File: config.mk
export PLATFORM = sky130hd
export DESIGN_NAME = segx_unit
export DESIGN_NICKNAME = d
export VERILOG_FILES = /design/src/rtl/segx_pkg.sv /design/src/rtl/segx_table.sv /design/src/rtl/segx_check.sv /design/src/rtl/segx_resp.sv /design/src/rtl/segx_unit.sv
export SDC_FILE = /design/constraint.sdc
export NUM_CORES = 1
export LEC_CHECK = 0
export ABC_AREA = 1
export BUFFER_PORTS_ARGS = -buffer_cell sky130_fd_sc_hd__buf_4
export CORE_MARGIN = 3
export CORE_UTILIZATION = 29
export DETAILED_ROUTE_END_ITERATION = 6
export RECOVER_POWER = 50
export SKIP_LAST_GASP = 1
export SLEW_MARGIN = 20
export SYNTH_ARGS = -nofsm -noshare
export SYNTH_HDL_FRONTEND = slang
export SYNTH_SLANG_ARGS = --single-unit
File: constraint.sdc
create_clock -name clk -period 12.6 [get_ports clk]
set_input_delay 0.63 -clock clk [delete_from_list [all_inputs] [get_ports clk]]
set_output_delay 0.63 -clock clk [all_outputs]
set_load 0.005 [all_outputs]
File: src/rtl/segx_pkg.sv
// Package: shared trap codes, access kinds and the rights-decoding helper
// for the segment translation unit. Assumes the rights field has three bits:
// bit 0 read, bit 1 write, bit 2 execute.
package segx_pkg;

    typedef enum logic [2:0] {
        TRAP_NONE    = 3'd0,
        TRAP_RANGE   = 3'd1,
        TRAP_INVALID = 3'd2,
        TRAP_LIMIT   = 3'd3,
        TRAP_PERM    = 3'd4
    } trap_e;

    typedef enum logic [1:0] {
        ACC_READ  = 2'd0,
        ACC_WRITE = 2'd1,
        ACC_EXEC  = 2'd2,
        ACC_RSVD  = 2'd3
    } acc_e;

    localparam int PERM_W = 3;

    // Rights mask needed by an access kind; the reserved kind needs none and is never granted
    function automatic logic [PERM_W-1:0] need_mask(input logic [1:0] acc);
        case (acc)
            ACC_READ:  need_mask = 3'b001;
            ACC_WRITE: need_mask = 3'b010;
            ACC_EXEC:  need_mask = 3'b100;
            default:   need_mask = 3'b000;
        endcase
    endfunction

endpackage

File: src/rtl/segx_table.sv
// Module: descriptor storage and the segment-count register.
// Holds SEG_COUNT descriptors (start, length, validity, rights) in flops and
// gives an asynchronous read of one slot. Writes land at the clock edge, so
// a lookup in the same cycle sees the old contents. Assumes cfg_idx values
// at or above SEG_COUNT are dropped.
module segx_table
    import segx_pkg::*;
#(
    parameter int SEG_COUNT = 8,
    parameter int OFF_W     = 16,
    parameter int BASE_W    = 24,
    localparam int SEG_W    = (SEG_COUNT > 1) ? $clog2(SEG_COUNT) : 1,
    localparam int LEN_W    = $clog2(SEG_COUNT + 1),
    localparam int LIM_W    = OFF_W + 1
) (
    input  logic              clk,
    input  logic              rst_n,
    input  logic              cfg_we,
    input  logic [SEG_W-1:0]  cfg_idx,
    input  logic [BASE_W-1:0] cfg_base,
    input  logic [LIM_W-1:0]  cfg_limit,
    input  logic              cfg_valid,
    input  logic [PERM_W-1:0] cfg_perm,
    input  logic              len_we,
    input  logic [LEN_W-1:0]  len_val,
    input  logic [SEG_W-1:0]  rd_idx,
    output logic [BASE_W-1:0] rd_base,
    output logic [LIM_W-1:0]  rd_limit,
    output logic              rd_valid,
    output logic [PERM_W-1:0] rd_perm,
    output logic [LEN_W-1:0]  seg_len
);

    logic [BASE_W-1:0] base_q  [SEG_COUNT];
    logic [LIM_W-1:0]  limit_q [SEG_COUNT];
    logic              valid_q [SEG_COUNT];
    logic [PERM_W-1:0] perm_q  [SEG_COUNT];
    logic [LEN_W-1:0]  len_q;

    // One register group per slot, written when the index matches
    for (genvar g = 0; g < SEG_COUNT; g++) begin : g_slot
        always_ff @(posedge clk) begin
            if (!rst_n) begin
                base_q[g]  <= '0;
                limit_q[g] <= '0;
                valid_q[g] <= 1'b0;
                perm_q[g]  <= '0;
            end else if (cfg_we && (cfg_idx == SEG_W'(g))) begin
                base_q[g]  <= cfg_base;
                limit_q[g] <= cfg_limit;
                valid_q[g] <= cfg_valid;
                perm_q[g]  <= cfg_perm;
            end
        end
    end

    // Segment count register, saturating at the table size
    always_ff @(posedge clk) begin
        if (!rst_n) begin
            len_q <= '0;
        end else if (len_we) begin
            len_q <= (len_val > LEN_W'(SEG_COUNT)) ? LEN_W'(SEG_COUNT) : len_val;
        end
    end

    // Asynchronous read of the addressed slot; out-of-table indices read as invalid
    always_comb begin
        rd_base  = '0;
        rd_limit = '0;
        rd_valid = 1'b0;
        rd_perm  = '0;
        for (int i = 0; i < SEG_COUNT; i++) begin
            if (rd_idx == SEG_W'(i)) begin
                rd_base  = base_q[i];
                rd_limit = limit_q[i];
                rd_valid = valid_q[i];
                rd_perm  = perm_q[i];
            end
        end
    end

    assign seg_len = len_q;

    // The count never exceeds the table size
    assert_len_bounded_R10: assert property (@(posedge clk) disable iff (!rst_n)
        seg_len <= LEN_W'(SEG_COUNT));

    // A count write is reflected, saturated, on the next cycle
    assert_len_write_R10: assert property (@(posedge clk) disable iff (!rst_n)
        (len_we && len_val > LEN_W'(SEG_COUNT)) |=> (seg_len == LEN_W'(SEG_COUNT)));

endmodule

File: src/rtl/segx_check.sv
// Module: combinational access check and address formation.
// Applies the four checks in priority order (range, validity, limit, rights)
// and forms start + offset. Assumes BASE_W >= OFF_W; the sum wraps modulo
// 2^BASE_W. The address output is forced to 0 whenever a trap is raised.
module segx_check
    import segx_pkg::*;
#(
    parameter int SEG_COUNT = 8,
    parameter int OFF_W     = 16,
    parameter int BASE_W    = 24,
    localparam int SEG_W    = (SEG_COUNT > 1) ? $clog2(SEG_COUNT) : 1,
    localparam int LEN_W    = $clog2(SEG_COUNT + 1),
    localparam int LIM_W    = OFF_W + 1
) (
    input  logic [SEG_W-1:0]  seg,
    input  logic [OFF_W-1:0]  off,
    input  logic [1:0]        acc,
    input  logic [LEN_W-1:0]  seg_len,
    input  logic [BASE_W-1:0] ent_base,
    input  logic [LIM_W-1:0]  ent_limit,
    input  logic              ent_valid,
    input  logic [PERM_W-1:0] ent_perm,
    output trap_e             trap,
    output logic [BASE_W-1:0] paddr
);

    logic              fail_range;
    logic              fail_valid;
    logic              fail_limit;
    logic              fail_perm;
    logic [BASE_W-1:0] sum;

    // Individual check results, each independent of the others
    always_comb begin
        fail_range = ({1'b0, seg} >= (SEG_W + 1)'(seg_len));
        fail_valid = !ent_valid;
        fail_limit = ({1'b0, off} >= ent_limit);
        fail_perm  = ((ent_perm & need_mask(acc)) == '0);
        sum        = ent_base + BASE_W'(off);
    end

    // Priority encode the first failing check and gate the address
    always_comb begin
        if (fail_range)      trap = TRAP_RANGE;
        else if (fail_valid) trap = TRAP_INVALID;
        else if (fail_limit) trap = TRAP_LIMIT;
        else if (fail_perm)  trap = TRAP_PERM;
        else                 trap = TRAP_NONE;
        paddr = (trap == TRAP_NONE) ? sum : '0;
    end

endmodule

File: src/rtl/segx_resp.sv
// Module: response register stage.
// Captures the check result one cycle after a request and drives zeros while
// no request was made. Assumes its inputs are already gated on trap.
module segx_resp
    import segx_pkg::*;
#(
    parameter int BASE_W = 24
) (
    input  logic              clk,
    input  logic              rst_n,
    input  logic              req_valid,
    input  trap_e             trap_in,
    input  logic [BASE_W-1:0] paddr_in,
    output logic              rsp_valid,
    output logic [2:0]        rsp_trap,
    output logic [BASE_W-1:0] rsp_paddr
);

    // Register the result of a request; clear outputs when idle
    always_ff @(posedge clk) begin
        if (!rst_n) begin
            rsp_valid <= 1'b0;
            rsp_trap  <= '0;
            rsp_paddr <= '0;
        end else begin
            rsp_valid <= req_valid;
            rsp_trap  <= req_valid ? trap_in  : '0;
            rsp_paddr <= req_valid ? paddr_in : '0;
        end
    end

    // Response follows a request by exactly one cycle
    assert_resp_follows_R2: assert property (@(posedge clk) disable iff (!rst_n)
        req_valid |=> rsp_valid);

    // No request, no response on the next cycle
    assert_resp_idle_R2: assert property (@(posedge clk) disable iff (!rst_n)
        !req_valid |=> !rsp_valid);

    // Idle outputs stay at zero
    assert_idle_quiet_R2: assert property (@(posedge clk) disable iff (!rst_n)
        !rsp_valid |-> (rsp_trap == 3'd0 && rsp_paddr == '0));

    // A trapped access never exposes an address
    assert_trap_zero_addr_R8: assert property (@(posedge clk) disable iff (!rst_n)
        (rsp_valid && rsp_trap != 3'd0) |-> (rsp_paddr == '0));

    // Only defined trap codes appear
    assert_trap_code_R11: assert property (@(posedge clk) disable iff (!rst_n)
        rsp_trap <= 3'd4);

endmodule

File: src/rtl/segx_unit.sv
// Module: top of the segment translation and protection unit.
// Connects descriptor storage, the combinational check and the response
// register. Assumes BASE_W >= OFF_W. The result of a request appears one
// cycle later on the rsp_* outputs.
module segx_unit
    import segx_pkg::*;
#(
    parameter int SEG_COUNT = 8,
    parameter int OFF_W     = 16,
    parameter int BASE_W    = 24,
    localparam int SEG_W    = (SEG_COUNT > 1) ? $clog2(SEG_COUNT) : 1,
    localparam int LEN_W    = $clog2(SEG_COUNT + 1),
    localparam int LIM_W    = OFF_W + 1
) (
    input  logic              clk,
    input  logic              rst_n,
    input  logic              cfg_we,
    input  logic [SEG_W-1:0]  cfg_idx,
    input  logic [BASE_W-1:0] cfg_base,
    input  logic [LIM_W-1:0]  cfg_limit,
    input  logic              cfg_valid,
    input  logic [2:0]        cfg_perm,
    input  logic              len_we,
    input  logic [LEN_W-1:0]  len_val,
    input  logic              req_valid,
    input  logic [SEG_W-1:0]  req_seg,
    input  logic [OFF_W-1:0]  req_off,
    input  logic [1:0]        req_acc,
    output logic              rsp_valid,
    output logic [2:0]        rsp_trap,
    output logic [BASE_W-1:0] rsp_paddr
);

    logic [BASE_W-1:0] ent_base;
    logic [LIM_W-1:0]  ent_limit;
    logic              ent_valid;
    logic [PERM_W-1:0] ent_perm;
    logic [LEN_W-1:0]  seg_len;
    trap_e             chk_trap;
    logic [BASE_W-1:0] chk_paddr;

    segx_table #(.SEG_COUNT(SEG_COUNT), .OFF_W(OFF_W), .BASE_W(BASE_W)) u_table (
        .clk       (clk),
        .rst_n     (rst_n),
        .cfg_we    (cfg_we),
        .cfg_idx   (cfg_idx),
        .cfg_base  (cfg_base),
        .cfg_limit (cfg_limit),
        .cfg_valid (cfg_valid),
        .cfg_perm  (cfg_perm),
        .len_we    (len_we),
        .len_val   (len_val),
        .rd_idx    (req_seg),
        .rd_base   (ent_base),
        .rd_limit  (ent_limit),
        .rd_valid  (ent_valid),
        .rd_perm   (ent_perm),
        .seg_len   (seg_len)
    );

    segx_check #(.SEG_COUNT(SEG_COUNT), .OFF_W(OFF_W), .BASE_W(BASE_W)) u_check (
        .seg       (req_seg),
        .off       (req_off),
        .acc       (req_acc),
        .seg_len   (seg_len),
        .ent_base  (ent_base),
        .ent_limit (ent_limit),
        .ent_valid (ent_valid),
        .ent_perm  (ent_perm),
        .trap      (chk_trap),
        .paddr     (chk_paddr)
    );

    segx_resp #(.BASE_W(BASE_W)) u_resp (
        .clk       (clk),
        .rst_n     (rst_n),
        .req_valid (req_valid),
        .trap_in   (chk_trap),
        .paddr_in  (chk_paddr),
        .rsp_valid (rsp_valid),
        .rsp_trap  (rsp_trap),
        .rsp_paddr (rsp_paddr)
    );

    // Out-of-range segment wins over every other check
    assert_range_first_R3: assert property (@(posedge clk) disable iff (!rst_n)
        (req_valid && ({1'b0, req_seg} >= (SEG_W + 1)'(seg_len))) |=> (rsp_trap == 3'd1));

    // In-range invalid descriptor yields the invalid-segment code
    assert_invalid_seg_R4: assert property (@(posedge clk) disable iff (!rst_n)
        (req_valid && ({1'b0, req_seg} < (SEG_W + 1)'(seg_len)) && !ent_valid)
        |=> (rsp_trap == 3'd2));

endmodule

### Word-level counts from Yosys, hierarchy flattened

Memories as Yosys holds them, arrays and structs flattened.
Index checks and enable logic that the tools add are counted.

* output and inout bits: 28
* memories: 4
* word-level logic and storage cells: 171
* input port bits: 78
* flip-flop bits (word level): 32
* bits in writable memories: 360

Memories
* u_table.base_q: depth 8, bits a word 24, read ports 8, clocked after Yosys merged registers in 0, write ports 8, line segx_table.sv:34 `logic [BASE_W-1:0] base_q [SEG_COUNT];`
* u_table.limit_q: depth 8, bits a word 17, read ports 8, clocked after Yosys merged registers in 0, write ports 8, line segx_table.sv:35 `logic [LIM_W-1:0] limit_q [SEG_COUNT];`
* u_table.perm_q: depth 8, bits a word 3, read ports 8, clocked after Yosys merged registers in 0, write ports 8, line segx_table.sv:37 `logic [PERM_W-1:0] perm_q [SEG_COUNT];`
* u_table.valid_q: depth 8, bits a word 1, read ports 8, clocked after Yosys merged registers in 0, write ports 8, line segx_table.sv:36 `logic valid_q [SEG_COUNT];`

* order comparisons: 3
* mux-type cells: 95
* equality and inequality tests: 16
* reductions and logical operators: 15
* $add $sub $neg: 1
* bitwise logic cells: 33

Operator list (count)
* 2-to-1 mux 24 bit: 16
* 2-to-1 mux 17 bit: 16
* 2-to-1 mux 3 bit: 20
* 2-to-1 mux 1 bit: 41
* OR 1 bit: 32
* adder 24 x 16 -> 24 bit: 1
* equality test 3 bit (second input constant): 8
* greater-or-equal comparator 16 x 17 -> 1 bit: 1
* equality test 3 x 2 -> 1 bit (second input constant): 4
* logical NOT 3 bit: 4
* one-hot mux 3 bit (3 select lines): 1
* logical AND 1 bit: 8
* equality test 3 x 1 -> 1 bit (second input constant): 2
* greater-or-equal comparator 3 x 4 -> 1 bit: 1
* > comparator 4 bit (second input constant): 1
* 2-to-1 mux 4 bit: 1
* AND 3 bit: 1
* AND reduction 3 bit: 1
* equality test 2 x 1 -> 1 bit (second input constant): 1
* equality test 2 bit (second input constant): 1
* logical NOT 2 bit: 1
* AND reduction 2 bit: 1

### Depth between registers and ports, before layout

* depth in word-level cells: 17
* gate-level depth with buffers: 27

### By module

A second synthesis with hierarchy kept.

* cells, all modules: 2015
* area, all modules: 18871.8 um^2

Modules (own cells, without submodules)
* segx_table: instances 1, sequential area each 10880.4 um^2, area each 15837.7 um^2, cells an instance 1497
* segx_check: instances 1, sequential area each 0.0 um^2, area each 2230.9 um^2, cells an instance 432
* segx_resp: instances 1, sequential area each 560.5 um^2, area each 803.3 um^2, cells an instance 86

### Worst setup path before layout

OpenSTA, ideal clock, no wires.

* kind: input to register
* from: input port cfg_idx[0]
* to: memory u_table.base_q[7][0] (netlist: u_table.base_q[1][72]) (enable)
* arrival time: 3.883 ns
* buffers on the path: 0
* required time: 12.090 ns
* path slack: 8.207 ns
* cell stages on the path: 2
* cells stage by stage: nand2_1 -> o21ai_0

RTL lines
* from (decl): line segx_unit.sv:18 `input logic [SEG_W-1:0] cfg_idx,`
* to (decl): line segx_table.sv:34

### Worst setup path after layout

* from: input port req_seg[0]
* to: register u_resp.rsp_paddr[12]

* cells in the longest elaborated chain, start to end: 17
* elaborated cells on any way between the ends: 51
* those cells by class: add/sub (1); order compare (2); eq/ne (7); mux (36); bitwise (1); reduce/logical (4)

Ends and longest elaborated chain
* from (decl): line segx_unit.sv:26 `input logic [SEG_W-1:0] req_seg,`
* parallel branches: the longest is 17 deep, another holds greater-or-equal comparator 16 x 17 -> 1 bit
* to (signal assigned): line segx_resp.sv:28 `rsp_paddr <= req_valid ? paddr_in : '0;`
* to (decl): line segx_resp.sv:16 `output logic [BASE_W-1:0] rsp_paddr`

Several ways; the timed one is not identified.
A chain may end at the register's enable or synchronous reset.

==> impl_results.rst <==
.. list-table::
   :header-rows: 1

   * - Metric
     - Value
   * - Run status
     - complete, but fails checks
   * - Failing checks
     - capacitance limit, slew limit
   * - Slew of the pin with the lowest slew margin
     - ~3.2 ns
   * - Share of the core filled with cells
     - about a third
   * - Number of max-slew violations in the final report
     - 414
   * - Worst setup slack after placement
     - 7.99 ns
   * - Sequential cell area fraction in the yosys report
     - 65.6%
   * - Post-route total power
     - between 2 and 3 mW
   * - Cell depth of the worst hold path
     - 3
   * - Clk root buf
     - clkbuf_16
   * - Worst reg2reg path depth
     - 18
   * - Setup repair after global routing missed its margin
     - no
   * - DRT Wirelength
     - between 40 and 50 mm
   * - Maximum resistive drop on vdd
     - 0.0702 mV
   * - Total instance count after detailed placement
     - approximately 2.5k
   * - Final worst clock skew
     - around 0.020 ns
   * - Proportion of synthesized area in mux cells
     - 0%
   * - Synthesized instance count
     - between 1.5k and 2k
   * - FF-to-FF End
     - u_resp.rsp_paddr[4]
   * - Number of placement rows
     - about 90
   * - Length of routed met3 wiring
     - between 3 and 4 mm
   * - Count of yosys warnings during synthesis
     - 0
   * - Starting density of the core
     - 29.4%
   * - Vias per cell
     - a little under 5
   * - Post-CTS Repair Setup Buffers
     - 0
   * - Overall track demand over capacity in global routing
     - roughly 15%
   * - Achievable frequency
     - 246 MHz
   * - Worst flop-to-flop path startpoint
     - u_table.limit_q[0][8]
   * - DR WL/cell
     - around 19 µm
   * - Final layout net count
     - 1870
   * - XOR/XNOR share of the synthesized area
     - 0.402%
   * - Net count after synthesis
     - ~1.8k
   * - Non-filler instance count after layout
     - roughly 2.6k
   * - Clock latency on the worst-skew pair
     - ~0.57 ns
   * - Detailed-route wire length on metal 1
     - roughly 21 mm
   * - Setup slack, reg-to-reg
     - slightly above 9 ns
   * - Count of unique library cells instantiated by Yosys
     - between 50 and 60
   * - Total clock sinks
     - about 390
   * - Number of remaining DRC errors
     - 0
   * - Simple-gate share of the synthesized area
     - ~20%
   * - Synth Register Bits
     - between 300 and 400
   * - Syn-to-layout area delta
     - 16.6%
   * - Overall die width
     - about 250 µm
   * - Top Ports
     - 106
   * - Die Ht
     - around 250 µm
   * - Clock transition at the register clock pins on the worst setup and hold paths after CTS
     - 0.06 ns
   * - Summed instance area of the synthesized netlist
     - roughly 0.017 mm²
   * - Final count of hold timing violations
     - 0
   * - Cells along the critical path
     - buf_4 > nor2_1 > nand2_2 > inv_2 > nand2_1 > nand4_1 > a21oi_1 > nand2_1 > o21ai_0 > inv_1 > ha_1 > fa_1 > nand3_1 > nand2_1 > nand2_1 > o21ai_0 > nand2_1 > nand2_1 > inv_1 > o21ai_0 > nand2_1 > a21o_1 > a21oi_1
   * - Ys async rst share
     - 0%
   * - Worst hold path startpoint
     - req_valid
   * - # port buffers
     - roughly 110
   * - Critical path endpoint category
     - register
   * - Main synth FF type
     - edfxtp_1
   * - Crit path setup slack, layout
     - approximately 8.5 ns
   * - Final setup violation count
     - 0
   * - Hold-fix buffer count after cts
     - 0
   * - Final Cycle Share
     - 32.3%
   * - Met2 WL post-DR
     - 22.8 mm
   * - Final antenna-violating net count
     - 0
   * - Worst path slowest cell
     - inv_2
   * - Global-route wire length before repair
     - between 70 and 80 mm
   * - Share of the synthesized area in the top cell type
     - 61.8%
   * - Fin Setup TNS
     - 0 ns
   * - PD cells
     - around 150 mW/mm²
   * - TritonCTS clock tree
     - yes
   * - Average cell area after synthesis
     - around 11 µm²
   * - Most common cell in the netlist
     - nor2_1
   * - Via count of the first global-routing pass
     - about 12k
   * - Final Wtd Congestion
     - ~0.85
   * - Synth area leader
     - edfxtp_1
   * - Pin count of the biggest net entering global routing
     - 46
   * - Number of gates given a new drive strength after cts
     - 0
   * - Final Critical Period
     - 4.07 ns
   * - Top routing layer in use
     - met4
   * - Crit Path Max Fanout
     - 36
   * - Critical path required time
     - approximately 13 ns
   * - Capture endpoint of the worst hold path
     - u_resp.rsp_valid
   * - Max clock buf depth
     - 3
   * - Vias after detailed routing
     - 12.5k
   * - Number of buffers created by CTS
     - between 40 and 50
   * - Global-route congestion overflow total
     - 0
   * - Count of maximum capacitance violations
     - 9
   * - Full die area
     - roughly 0.063 mm²
   * - Start-to-end type of the worst setup path
     - in2reg
   * - Dominant combinational cell family by area after synthesis
     - simple AND/OR/NAND/NOR gates
   * - Share of final-layout standard cells stronger than drive strength 1
     - 13.0%
   * - HPWL after detailed placement
     - approximately 29 mm
   * - Post-synthesis adder-cell area fraction
     - under 10%
   * - Critical Path Max Stage Delay
     - between 0.7 and 0.8 ns
   * - Cell mode on critical path
     - nand2_1
   * - Signal arrival time at the worst endpoint
     - between 4 and 5 ns
   * - DR iter-0 viols
     - between 1k and 1.5k
   * - Detailed Routing Iterations Pass 1
     - 7
   * - Core outline area
     - between 0.05 and 0.06 mm²
   * - Worst setup SP type
     - input port
   * - Most frequent cells after synthesis
     - nor2_1, edfxtp_1, nand2_1
   * - Tightest Hold Check Type
     - in2reg
   * - Synth area leaders
     - edfxtp_1, nor2_1, nand2_1
   * - Number of flops mapped to enable cells by yosys
     - 359
   * - Post-synthesis compound-gate area fraction
     - 6.61%
   * - Initial antenna violation count
     - 0
   * - Worst rel slew slack
     - -114%
   * - # H-tree levels
     - 2
   * - Leakage power
     - 8.02 nW
   * - Fill cell instance count of the final layout
     - approximately 6k
[sequential cells by signal, indices dropped and copies added, names as in the netlist]
register	flops
u_table.seg_len	4
u_resp.rsp_trap	3
u_table.base_q	192
u_resp.rsp_valid	1
u_table.perm_q	24
u_table.limit_q	136
u_resp.rsp_paddr	24
u_table.valid_q	8
[metrics by stage]
step / cell area (µm²) / hold WS (ns)
floorplan: 17400 / 0.443
global placement: 19100 / 0.456
detailed placement: 19100 / 0.474
CTS: 20400 / 0.275
global route: 20300 / 0.320
finish: 20300 / 0.299
[report_power, final]
| group | total, mW | internal [mW] | switching (mW) |
|---|---|---|---|
| sequential | 1.52 | 1.50 | 0.0216 |
| clock | 1.15 | 0.642 | 0.505 |
| combinational | 0.308 | 0.0955 | 0.213 |
| total | 2.98 | 2.24 | 0.739 |
[worst max-delay path by stage]
stage | start | endpoint | cells past startpoint
finish | req_seg[0] | u_resp.rsp_paddr[12] | 23
global route | req_seg[0] | u_resp.rsp_paddr[12] | 23
CTS | req_seg[0] | u_resp.rsp_paddr[12] | 23
detailed placement | req_seg[0] | u_resp.rsp_paddr[12] | 23
global placement | req_seg[0] | u_resp.rsp_paddr[12] | 23
floorplan | cfg_idx[0] | u_table.base_q[1][72] | 2
[cell type report]
type                    instances  area [µm²]  area share, %
multi-input cells            1052        5240           25.7
repair buffers                128         908           4.47
clock inverters                28         159          0.781
flip-flops and latches        392       11400           56.3
diodes                          1        2.50         0.0123
well taps                     773         967           4.76
inverters                     140         531           2.61
clock buffers                  48        1090           5.38
[logic make-up (layout without fill, tap and decap cells)]
family | Yosys count | in the layout
and+or+nand+nor | 829 | 829
DFF | 392 | 392
buffers and inverters | 210 | 344
AOI/OAI and AO/OA | 179 | 179
adders and majority gates | 36 | 36
xor gates and xnor gates | 8 | 8
other | 0 | 1
[cells in the final DEF, fill, tap and decap left out, types with 3 or more instances in the layout]
cell         n
nor3_4       6
dfxtp_1     33
xor2_1       6
nor2_1     426
clkbuf_1    19
nand2_1    271
or2_2        5
o22ai_1      4
nor3_1       5
or2_1        4
clkinv_1    16
nand3_1     40
o21ai_0     28
a21o_1       3
nand2_2     11
a22o_1      11
edfxtp_1   359
inv_2       11
buf_4       90
clkbuf_16   43
a22oi_1     17
a2111oi_2    5
nand4_1     36
nand3_2     10
a21oi_1     76
nand4_2      4
a221oi_1    17
clkinv_2     8
a21boi_0     3
clkbuf_4    24
inv_1      126
ha_1        35
[critical path, delay by kind of cell]
family | cells | cell delay, ns
and+or+nand+nor | 11 | 1.38
buffers and inverters | 4 | 1.06
AOI/OAI and AO/OA | 6 | 1.04
adders and majority gates | 2 | 0.42
[routing by layer]
layer | up-vias | GRT usage (%)
met5 | - | 0
met4 | 0 | 4.94
met2 | 435 | 24.8
met1 | 6183 | 20.4
li1 | 5827 | -
met3 | 71 | 2.71
No activity file was read; power rests on OpenSTA's default activity.
